[config.mk]
export PLATFORM = sky130hd
export DESIGN_NAME = pwr_wake_seq
export DESIGN_NICKNAME = d
export VERILOG_FILES = /design/src/rtl/pws_pkg.sv /design/src/rtl/pws_sync.sv /design/src/rtl/pws_rst_stretch.sv /design/src/rtl/pws_wake_src.sv /design/src/rtl/pws_fsm.sv /design/src/rtl/pwr_wake_seq.sv
export SDC_FILE = /design/constraint.sdc
export NUM_CORES = 1
export LEC_CHECK = 0
export ABC_AREA = 1
export ABC_CLOCK_PERIOD_IN_PS = 1750
export BUFFER_PORTS_ARGS = -buffer_cell sky130_fd_sc_hd__buf_4
export CAP_MARGIN = 40
export CORE_AREA = 2 2 81 83
export CTS_CLUSTER_SIZE = 40
export DETAILED_ROUTE_END_ITERATION = 7
export DIE_AREA = 0 0 83 85
export HOLD_SLACK_MARGIN = 0.08
export PLACE_DENSITY = 0.51
export SETUP_SLACK_MARGIN = 0.5
export SLEW_MARGIN = 20
export SYNTH_ARGS = -nofsm -noshare
export SYNTH_HDL_FRONTEND = slang
export SYNTH_SLANG_ARGS = --single-unit
[constraint.sdc]
create_clock -name clk_i -period 1.75 [get_ports clk_i]
set_clock_uncertainty 0.1 [all_clocks]
set_input_delay 0.175 -clock clk_i [delete_from_list [all_inputs] [get_ports clk_i]]
set_output_delay 0.175 -clock clk_i [all_outputs]
set_load 0.03 [all_outputs]
[src/rtl/pws_pkg.sv]
package pws_pkg;

  typedef enum logic [1:0] {
    ST_RUN   = 2'd0,
    ST_SLEEP = 2'd1,
    ST_OSC   = 2'd2,
    ST_PLL   = 2'd3
  } pws_state_e;

  localparam int SRC_N     = 3;
  localparam int SRC_PIN_A = 0;
  localparam int SRC_PIN_B = 1;
  localparam int SRC_BUS   = 2;

  localparam logic [1:0] ADDR_PCON = 2'd0;
  localparam logic [1:0] ADDR_CFG  = 2'd1;
  localparam logic [1:0] ADDR_STAT = 2'd2;

  typedef struct packed {
    logic b_gpio;
    logic b_pol;
    logic a_pol;
  } pws_cfg_t;

endpackage

[src/rtl/pws_sync.sv]
module pws_sync #(
  parameter int W      = 3,
  parameter int STAGES = 2
) (
  input  logic         clk_i,
  input  logic         rst_i,
  input  logic [W-1:0] d_i,
  output logic [W-1:0] q_o
);

  logic [W-1:0] pipe [STAGES];

  always_ff @(posedge clk_i) begin
    if (rst_i) pipe[0] <= '0;
    else       pipe[0] <= d_i;
  end

  for (genvar s = 1; s < STAGES; s++) begin : g_stage
    always_ff @(posedge clk_i) begin
      if (rst_i) pipe[s] <= '0;
      else       pipe[s] <= pipe[s-1];
    end
  end

  assign q_o = pipe[STAGES-1];

endmodule

[src/rtl/pws_rst_stretch.sv]
module pws_rst_stretch #(
  parameter int POR_CYCLES  = 240000,
  parameter int WARM_CYCLES = 9600
) (
  input  logic clk_i,
  input  logic rst_i,
  input  logic rst_req_i,
  output logic sys_rst_o
);

  localparam int CMAX = (POR_CYCLES > WARM_CYCLES) ? POR_CYCLES : WARM_CYCLES;
  localparam int CW   = $clog2(CMAX + 1);

  logic [CW-1:0] cnt_q;
  logic          hold_q;

  always_ff @(posedge clk_i) begin
    if (rst_i) begin
      cnt_q  <= CW'(POR_CYCLES - 1);
      hold_q <= 1'b1;
    end else if (rst_req_i) begin
      cnt_q  <= CW'(WARM_CYCLES - 1);
      hold_q <= 1'b1;
    end else if (cnt_q != '0) begin
      cnt_q  <= cnt_q - 1'b1;
      hold_q <= 1'b1;
    end else begin
      hold_q <= 1'b0;
    end
  end

  assign sys_rst_o = hold_q;

  assert_warm_hold_R9: assert property (@(posedge clk_i) disable iff (rst_i)
    rst_req_i |=> sys_rst_o);

  assert_release_after_count_R8: assert property (@(posedge clk_i) disable iff (rst_i)
    $fell(sys_rst_o) |-> !$past(rst_req_i));

endmodule

[src/rtl/pws_wake_src.sv]
module pws_wake_src
  import pws_pkg::*;
(
  input  logic [SRC_N-1:0] lvl_i,
  input  pws_cfg_t         cfg_i,
  output logic [SRC_N-1:0] hit_o
);

  always_comb begin
    hit_o            = '0;
    hit_o[SRC_PIN_A] = ~(lvl_i[SRC_PIN_A] ^ cfg_i.a_pol);
    hit_o[SRC_PIN_B] = ~(lvl_i[SRC_PIN_B] ^ cfg_i.b_pol) & ~cfg_i.b_gpio;
    hit_o[SRC_BUS]   = lvl_i[SRC_BUS];
  end

endmodule

[src/rtl/pws_fsm.sv]
module pws_fsm
  import pws_pkg::*;
#(
  parameter int DATA_W      = 8,
  parameter int OSC_CYCLES  = 16,
  parameter int PLL_TIMEOUT = 64
) (
  input  logic              clk_i,
  input  logic              srst_i,
  input  logic              wr_en_i,
  input  logic [1:0]        wr_addr_i,
  input  logic [DATA_W-1:0] wr_data_i,
  input  logic [SRC_N-1:0]  hit_i,
  input  logic              pll_lock_i,
  output pws_cfg_t          cfg_o,
  output logic              osc_en_o,
  output logic              pll_en_o,
  output logic              irq_o,
  output logic [SRC_N-1:0]  cause_o
);

  localparam int TMAX = (OSC_CYCLES > PLL_TIMEOUT) ? OSC_CYCLES : PLL_TIMEOUT;
  localparam int TW   = $clog2(TMAX + 1);

  pws_state_e       state_q, state_n;
  logic [TW-1:0]    tmr_q, tmr_n;
  logic [SRC_N-1:0] pend_q, pend_n;
  logic [SRC_N-1:0] stat_q, stat_n;
  pws_cfg_t         cfg_q, cfg_n;

  logic wr_pcon, wr_cfg, wr_stat;
  assign wr_pcon = wr_en_i && (wr_addr_i == ADDR_PCON);
  assign wr_cfg  = wr_en_i && (wr_addr_i == ADDR_CFG);
  assign wr_stat = wr_en_i && (wr_addr_i == ADDR_STAT);

  always_comb begin
    state_n = state_q;
    tmr_n   = tmr_q;
    pend_n  = pend_q;
    stat_n  = stat_q;
    cfg_n   = cfg_q;
    if (wr_cfg)  cfg_n  = pws_cfg_t'(wr_data_i[SRC_N-1:0]);
    if (wr_stat) stat_n = stat_q & ~wr_data_i[SRC_N-1:0];
    unique case (state_q)
      ST_RUN: begin
        if (wr_pcon && wr_data_i[0]) state_n = ST_SLEEP;
      end
      ST_SLEEP: begin
        if (|hit_i) begin
          state_n = ST_OSC;
          tmr_n   = TW'(OSC_CYCLES - 1);
          pend_n  = hit_i;
        end
      end
      ST_OSC: begin
        if (tmr_q == '0) begin
          state_n = ST_PLL;
          tmr_n   = TW'(PLL_TIMEOUT - 1);
        end else begin
          tmr_n = tmr_q - 1'b1;
        end
      end
      ST_PLL: begin
        if (pll_lock_i || tmr_q == '0) begin
          state_n = ST_RUN;
          stat_n  = stat_n | pend_q;
        end else begin
          tmr_n = tmr_q - 1'b1;
        end
      end
      default: state_n = ST_RUN;
    endcase
  end

  always_ff @(posedge clk_i) begin
    if (srst_i) begin
      state_q <= ST_RUN;
      tmr_q   <= '0;
      pend_q  <= '0;
      stat_q  <= '0;
      cfg_q   <= '0;
    end else begin
      state_q <= state_n;
      tmr_q   <= tmr_n;
      pend_q  <= pend_n;
      stat_q  <= stat_n;
      cfg_q   <= cfg_n;
    end
  end

  assign cfg_o    = cfg_q;
  assign osc_en_o = (state_q != ST_SLEEP);
  assign pll_en_o = (state_q == ST_RUN) || (state_q == ST_PLL);
  assign irq_o    = |stat_q;
  assign cause_o  = stat_q;

  assert_sleep_stops_clocks_R1: assert property (@(posedge clk_i) disable iff (srst_i)
    (state_q == ST_RUN && wr_pcon && wr_data_i[0]) |=> (!osc_en_o && !pll_en_o));

  assert_wake_from_sleep_R5: assert property (@(posedge clk_i) disable iff (srst_i)
    $rose(osc_en_o) |-> ($past(state_q) == ST_SLEEP && $past(|hit_i)));

  assert_osc_before_pll_R5: assert property (@(posedge clk_i) disable iff (srst_i)
    $rose(pll_en_o) |-> ($past(osc_en_o) && osc_en_o));

  assert_irq_after_pll_R5: assert property (@(posedge clk_i) disable iff (srst_i)
    $rose(irq_o) |-> ($past(state_q) == ST_PLL));

  assert_gpio_never_wakes_R3: assert property (@(posedge clk_i) disable iff (srst_i)
    (state_q == ST_SLEEP && cfg_q.b_gpio && !hit_i[SRC_PIN_A] && !hit_i[SRC_BUS])
      |=> (state_q == ST_SLEEP));

endmodule

[src/rtl/pwr_wake_seq.sv]
module pwr_wake_seq
  import pws_pkg::*;
#(
  parameter int DATA_W      = 8,
  parameter int SYNC_STAGES = 2,
  parameter int OSC_CYCLES  = 16,
  parameter int PLL_TIMEOUT = 64,
  parameter int POR_CYCLES  = 240000,
  parameter int WARM_CYCLES = 9600
) (
  input  logic              clk_i,
  input  logic              rst_i,
  input  logic              rst_req_i,
  input  logic              wr_en_i,
  input  logic [1:0]        wr_addr_i,
  input  logic [DATA_W-1:0] wr_data_i,
  input  logic              wake_pin_a_i,
  input  logic              wake_pin_b_i,
  input  logic              bus_act_i,
  input  logic              pll_lock_i,
  output logic              osc_en_o,
  output logic              pll_en_o,
  output logic              sys_rst_o,
  output logic              wake_irq_o,
  output logic [2:0]        wake_cause_o
);

  logic [SRC_N-1:0] raw_lvl, sync_lvl, hit;
  pws_cfg_t         cfg;
  logic             sys_rst;
  logic             fsm_rst;

  assign raw_lvl[SRC_PIN_A] = wake_pin_a_i;
  assign raw_lvl[SRC_PIN_B] = wake_pin_b_i;
  assign raw_lvl[SRC_BUS]   = bus_act_i;

  pws_sync #(.W(SRC_N), .STAGES(SYNC_STAGES)) i_sync (
    .clk_i (clk_i),
    .rst_i (rst_i),
    .d_i   (raw_lvl),
    .q_o   (sync_lvl)
  );

  pws_rst_stretch #(.POR_CYCLES(POR_CYCLES), .WARM_CYCLES(WARM_CYCLES)) i_rst (
    .clk_i     (clk_i),
    .rst_i     (rst_i),
    .rst_req_i (rst_req_i),
    .sys_rst_o (sys_rst)
  );

  pws_wake_src i_src (
    .lvl_i (sync_lvl),
    .cfg_i (cfg),
    .hit_o (hit)
  );

  assign fsm_rst = rst_i | sys_rst;

  pws_fsm #(
    .DATA_W      (DATA_W),
    .OSC_CYCLES  (OSC_CYCLES),
    .PLL_TIMEOUT (PLL_TIMEOUT)
  ) i_fsm (
    .clk_i      (clk_i),
    .srst_i     (fsm_rst),
    .wr_en_i    (wr_en_i),
    .wr_addr_i  (wr_addr_i),
    .wr_data_i  (wr_data_i),
    .hit_i      (hit),
    .pll_lock_i (pll_lock_i),
    .cfg_o      (cfg),
    .osc_en_o   (osc_en_o),
    .pll_en_o   (pll_en_o),
    .irq_o      (wake_irq_o),
    .cause_o    (wake_cause_o)
  );

  assign sys_rst_o = sys_rst;

endmodule

[Yosys cells after proc, flatten, opt, wreduce, memory -nomap -nowiden]
Memories as Yosys holds them, arrays and structs flattened.
Cells that the tools add are included.
Storage, ports and cells
  memory bits (writable): 6
  memories: 1
  register bits after elaboration: 37
  logic and storage cells: 74
Operators by class
  mux-type cells: 20
  bitwise logic cells: 12
  equal/unequal tests: 11
  reductions and logical operators: 18
  $add $sub $neg: 2
Memory list
  i_sync.pipe: depth 2, bits a word 3, read ports 2, clocked after memory_dff 0, write ports 2, line pws_sync.sv:11  | logic [W-1:0] pipe [STAGES];
Operators by type and width (count)
  $mux W18: 2
  $mux W7: 3
  $pmux W7 S3: 1
  $reduce_bool A18 Y1: 1
  $sub A18 B1 Y18 const B: 1
  $mux W3: 5
  $ne A2 B1 Y1 const B: 5
  $mux W2: 4
  $pmux W2 S4: 1
  $logic_not A7 Y1: 1
  $sub A7 B1 Y7 const B: 1
  $eq A2 B2 Y1 const B: 3
  $reduce_or A3 Y1: 2
  $eq A2 B1 Y1 const B: 2
  $logic_and A1 B1 Y1: 4
  $logic_not A2 Y1: 2
  $mux W1: 4
  $reduce_and A4 Y1: 1
  $and A3 B3 Y3: 1
  $not A1 Y1: 3
  $not A3 Y3: 1
  $or A1 B1 Y1: 3
  $or A3 B3 Y3: 1
  $reduce_and A3 Y1: 1
  8 further kinds: 10

[Logic depth before layout (Yosys ltp)]
  depth after elaboration: 6
  gate-level depth with buffers: 12
  depth with buffers taken out: 12

[By module]
Synthesis repeated with hierarchy kept, for this count alone.
Second synthesis, totals
  cell total of the unflattened synthesis: 347
  area total of the unflattened synthesis: 2472.4 um^2
By module, submodules not included
  pws_rst_stretch: cells an instance 160, area an instance 1162.4 um^2, seq. area each 380.4 um^2, instances 1
  pws_fsm: cells an instance 158, area an instance 1094.8 um^2, seq. area each 360.3 um^2, instances 1
  pws_sync: cells an instance 18, area an instance 165.2 um^2, seq. area each 120.1 um^2, instances 1
  pws_wake_src: cells an instance 8, area an instance 38.8 um^2, seq. area each 0.0 um^2, instances 1
  pwr_wake_seq: cells an instance 3, area an instance 11.3 um^2, seq. area each 0.0 um^2, instances 1

[Worst setup path after synthesis]
Ideal clock, no wire load.
  kind: register -> register
  start point: register i_fsm.tmr_q[0]
  end point: register i_fsm.tmr_q[1]
  setup slack: 0.219 ns
  arrival: 1.313 ns
  required time: 1.532 ns
  library setup time: 0.118 ns
  cell stages (with the launch flop): 12
  clock period less this slack: 1.531 ns
  cell sequence: dfxtp_1 -> inv_1 -> ha_1 -> inv_1 -> nor2_1 -> nand3_4 -> nand2_4 -> nand2_2 -> inv_2 -> nor2_4 -> o21ai_1 -> nor2_1
Between the ends
  cells in the longest elaborated chain, start to end: 4
RTL lines
  start: declaration: line pws_fsm.sv:26  | logic [TW-1:0] tmr_q, tmr_n;
  start signal: assignment: line pws_fsm.sv:84  | tmr_q <= tmr_n;
  parallel branches: the longest is 4 deep, another holds $sub A7 B1 Y7
Parallel ways; which one is timed is not known. The select of a mux whose other input is x is not followed.
A chain may end at the register's enable or synchronous reset.

[Worst setup path after layout]
  start point: register i_rst.cnt_q[1]
  end point: register i_rst.cnt_q[10]
Between the ends
  cells in the longest elaborated chain, start to end: 3
RTL lines
  start: declaration: line pws_rst_stretch.sv:14  | logic [CW-1:0] cnt_q;
  start signal: assignment: line pws_rst_stretch.sv:19  | cnt_q <= CW'(POR_CYCLES - 1);
  start signal: assignment: line pws_rst_stretch.sv:22  | cnt_q <= CW'(WARM_CYCLES - 1);
  start signal: assignment: line pws_rst_stretch.sv:25  | cnt_q <= cnt_q - 1'b1;
  $sub A18 B1 Y18: line pws_rst_stretch.sv:25
  $mux W18: line pws_rst_stretch.sv:24  | end else if (cnt_q != '0) begin
  $mux W18: line pws_rst_stretch.sv:21  | end else if (rst_req_i) begin
Several ways; a longest one is shown, not always the timed one. The select of a mux whose other input is x is not followed.

==> flow_summary.ini <==
[power_and_ir_drop]
leakage_uw = 0.00144
vdd_drop_max_mv = 0.433
pwr-share-clk_pct = 38.3
comb_power_share_pct = 11.7
p_per_area_nw_per_um2 = 614
p_int_uw = 1560
switching_share_pct = 24.5
p_seq_share_pct = 50.1
switching_power_uw = 508

[yosys]
synth.distinct_cells = 33
synthMuxAreaShare_pct = 0
synth_flop_cell = dfxtp_1
synth-compound-area-share_pct = 11.3
ys_seq_elements = 43
seq_area_frac_synth_pct = 36.9
syn-cell-area_um2 = 2330
syn_avg_cell_area_um2 = 6.78
syn_inst = 344
syn-num-nets = 370
synth_top_family_by_area = simple AND/OR/NAND/NOR gates
synth_edf_count = 0
synth-xor-area-share_pct = 1.13
yosys.area_share.adder_pct = 4.29
async_flop_share_pct = 0
synthSimpleGateAreaFrac_pct = 35.9
ys.warnings.count = 0

[placed_design]
dp_hpwl_um = 4000
io_buffers = 19
gp_congestion = 0.831

[drt]
drc = 0
first_iter_violations = 60
wl_per_cell_um = 12.0
first_pass_iters = 4
via_count = 2319
final_antenna_net_count = 0
drt-total-wl_um = 5820
vias_per_cell = 4.76

[clocking]
cts_buffers = 5
cts_buffer_depth = 2
h-tree-depth = 2
clock-root-buffer = clkbuf_8
clock-sinks = 43
clk_pin_slew_ps = 90
insertion_delay_ps = 300
cts_tree = built

[floorplan]
rows = 29
initial_core_util_pct = 37.6
die_w_um = 83
die_area_um2 = 7060
chipHeight_um = 85
ios = 25
core_um2 = 6200

[grt]
track_usage_pct = 16.5
grt-ovfl-total = 0
antenna_found_initial = 0
grt_start_max_net_pins = 15
grt_pass1_vias = 2214
grt_pass1_wl_um = 9470

[layout]
area_growth_pct = 44.9
post-route-util_pct = 54.4
diodes = 0
final_cell_mix = 65 x nand2_1, 43 x inv_1, 41 x buf_4
fin_nets = 435
fillers = 609
layout_commonest_cell = nand2_1
layout-drive-gt1-share_pct = 37.3

[sta]
min_period_ps = 1500
period_share_pct = 85.7
slew_viol_final = 0
max_clock_freq_mhz = 667
hold_violations = 0
setup_viol = 0
setup_tns_ps = 0
rsz0062_at_grt = yes
worstMarginPinSlew_ps = 538
slew_headroom_pct = 64.1

[run]
max_cap_violations = 0

[critical_path]
worstPathRequired_ps = 1830
path_class = reg2reg
end_kind = flip-flop
crit_arrival_ps = 1580
cp_max_fo = 6
setup.worst_path.start_class = flip-flop

[outcome]
status = finished, final reports clean

[min_path]
min_path_type = in2reg
[per-layer routing]
metal / vias up / share of wire, % / wire length [µm] / GRT usage, %
met5: - / 0 / 0 / 0
met4: 0 / 1.1 / 66 / 5.66
met1: 1068 / 44 / 2570 / 17.4
met3: 4 / 1.8 / 106 / 3.21
li1: 1227 / - / - / -
met2: 20 / 53 / 3080 / 32.3
[power groups by stage]
stage          combinational [µW]  sequential [µW]  clock (µW)
2_1_floorplan                 100             1050           0
4_1_cts                       222             1040         826
3_5_place_dp                  154             1060           0
6_report                      242             1040         793
3_3_place_gp                  149             1060           0
5_1_grt                       272             1040         859
[cell type report]
| cell class | instances | area, µm² | area share, % |
|---|---|---|---|
| Clock inverter | 3 | 43.8 | 1.30 |
| Tap cell | 77 | 96.3 | 2.85 |
| Timing Repair Buffer | 61 | 522 | 15.5 |
| Sequential cell | 43 | 881 | 26.1 |
| Inverter | 60 | 238 | 7.04 |
| Multi-Input combinational cell | 238 | 1530 | 45.2 |
| Clock buffer | 5 | 68.8 | 2.04 |
[stage by stage]
| step | total power (µW) | cells | setup slack (ps) | hold WS (ps) | cell area [µm²] |
|---|---|---|---|---|---|
| detailed placement | 1210 | 445 | 91.8 | 282 | 2700 |
| global route | 2170 | 487 | 169 | 104 | 3380 |
| global placement | 1210 | 445 | 126 | 274 | 2700 |
| CTS | 2090 | 477 | 254 | 14.3 | 3140 |
| finish | 2070 | 487 | 251 | 78.8 | 3380 |
| floorplan | 1150 | 344 | 328 | 171 | 2420 |
[path summary, 6_finish.rpt]
| check | to | startpoint | slack (ps) | cells past startpoint |
|---|---|---|---|---|
| worst min-delay path | i_fsm.cfg_o[1] | wr_data_i[1] | 80 | 3 |
| worst max-delay path | i_rst.cnt_q[10] | i_rst.cnt_q[1] | 250 | 8 |
| worst max register to register | i_rst.cnt_q[10] | i_rst.cnt_q[1] | 250 | 8 |
| worst min register to register | i_fsm.cfg_o[2] | i_fsm.cfg_o[2] | 350 | 2 |
[cell usage after synthesis (all sizes together) (2+ instances only)]
cell type	n	area share, %
nand2	80	13
dfxtp	43	37
buf	2	0.70
nor2	53	10
xor2	2	0.75
nor3	3	0.64
nand4	6	1.9
o31ai	2	0.64
nand3b	3	0.97
a21oi	20	4.3
inv	59	9.5
nand3	30	7.8
o21ai	19	4.1
o211ai	6	1.9
ha	8	4.3
[worst max-delay path, cell delays in order, from the launching register on]
cell and delay, ps:
dfxtp_2 330, inv_2 70, ha_4 150, nand2_4 50, nor2_4 160, nand4_4 170, buf_6 190, nand3b_1 90
a21oi_1 70
[timing repair]
action / in CTS / in global routing
gates resized for setup: 36 / 44
hold buffers: 8 / 1
endpoints found under the setup margin: 35 / 37
setup buffers: 16 / 9
pin swaps: 24 / 21
hold endpoints to repair: 9 / 4
[cells by family (layout without fill, tap and decap cells)]
family                   count (synthesis)  after routing
AND/OR/NAND/NOR                        179            179
buffers and inverters                   63            129
AO/OA/AOI/OAI                           48             48
flip-flops                              43             43
adder cells (fa/ha/maj)                  8              8
XOR/XNOR                                 3              3
[registers in the layout, indices dropped and copies added (netlist names)]
register / cells
i_fsm.state_q: 2
i_rst.cnt_q: 18
i_fsm.tmr_q: 7
i_sync.pipe: 6
i_fsm.pend_q: 3
i_rst.sys_rst_o: 1
i_fsm.cause_o: 3
i_fsm.cfg_o: 3
No activity file was read; power rests on OpenSTA's default activity.
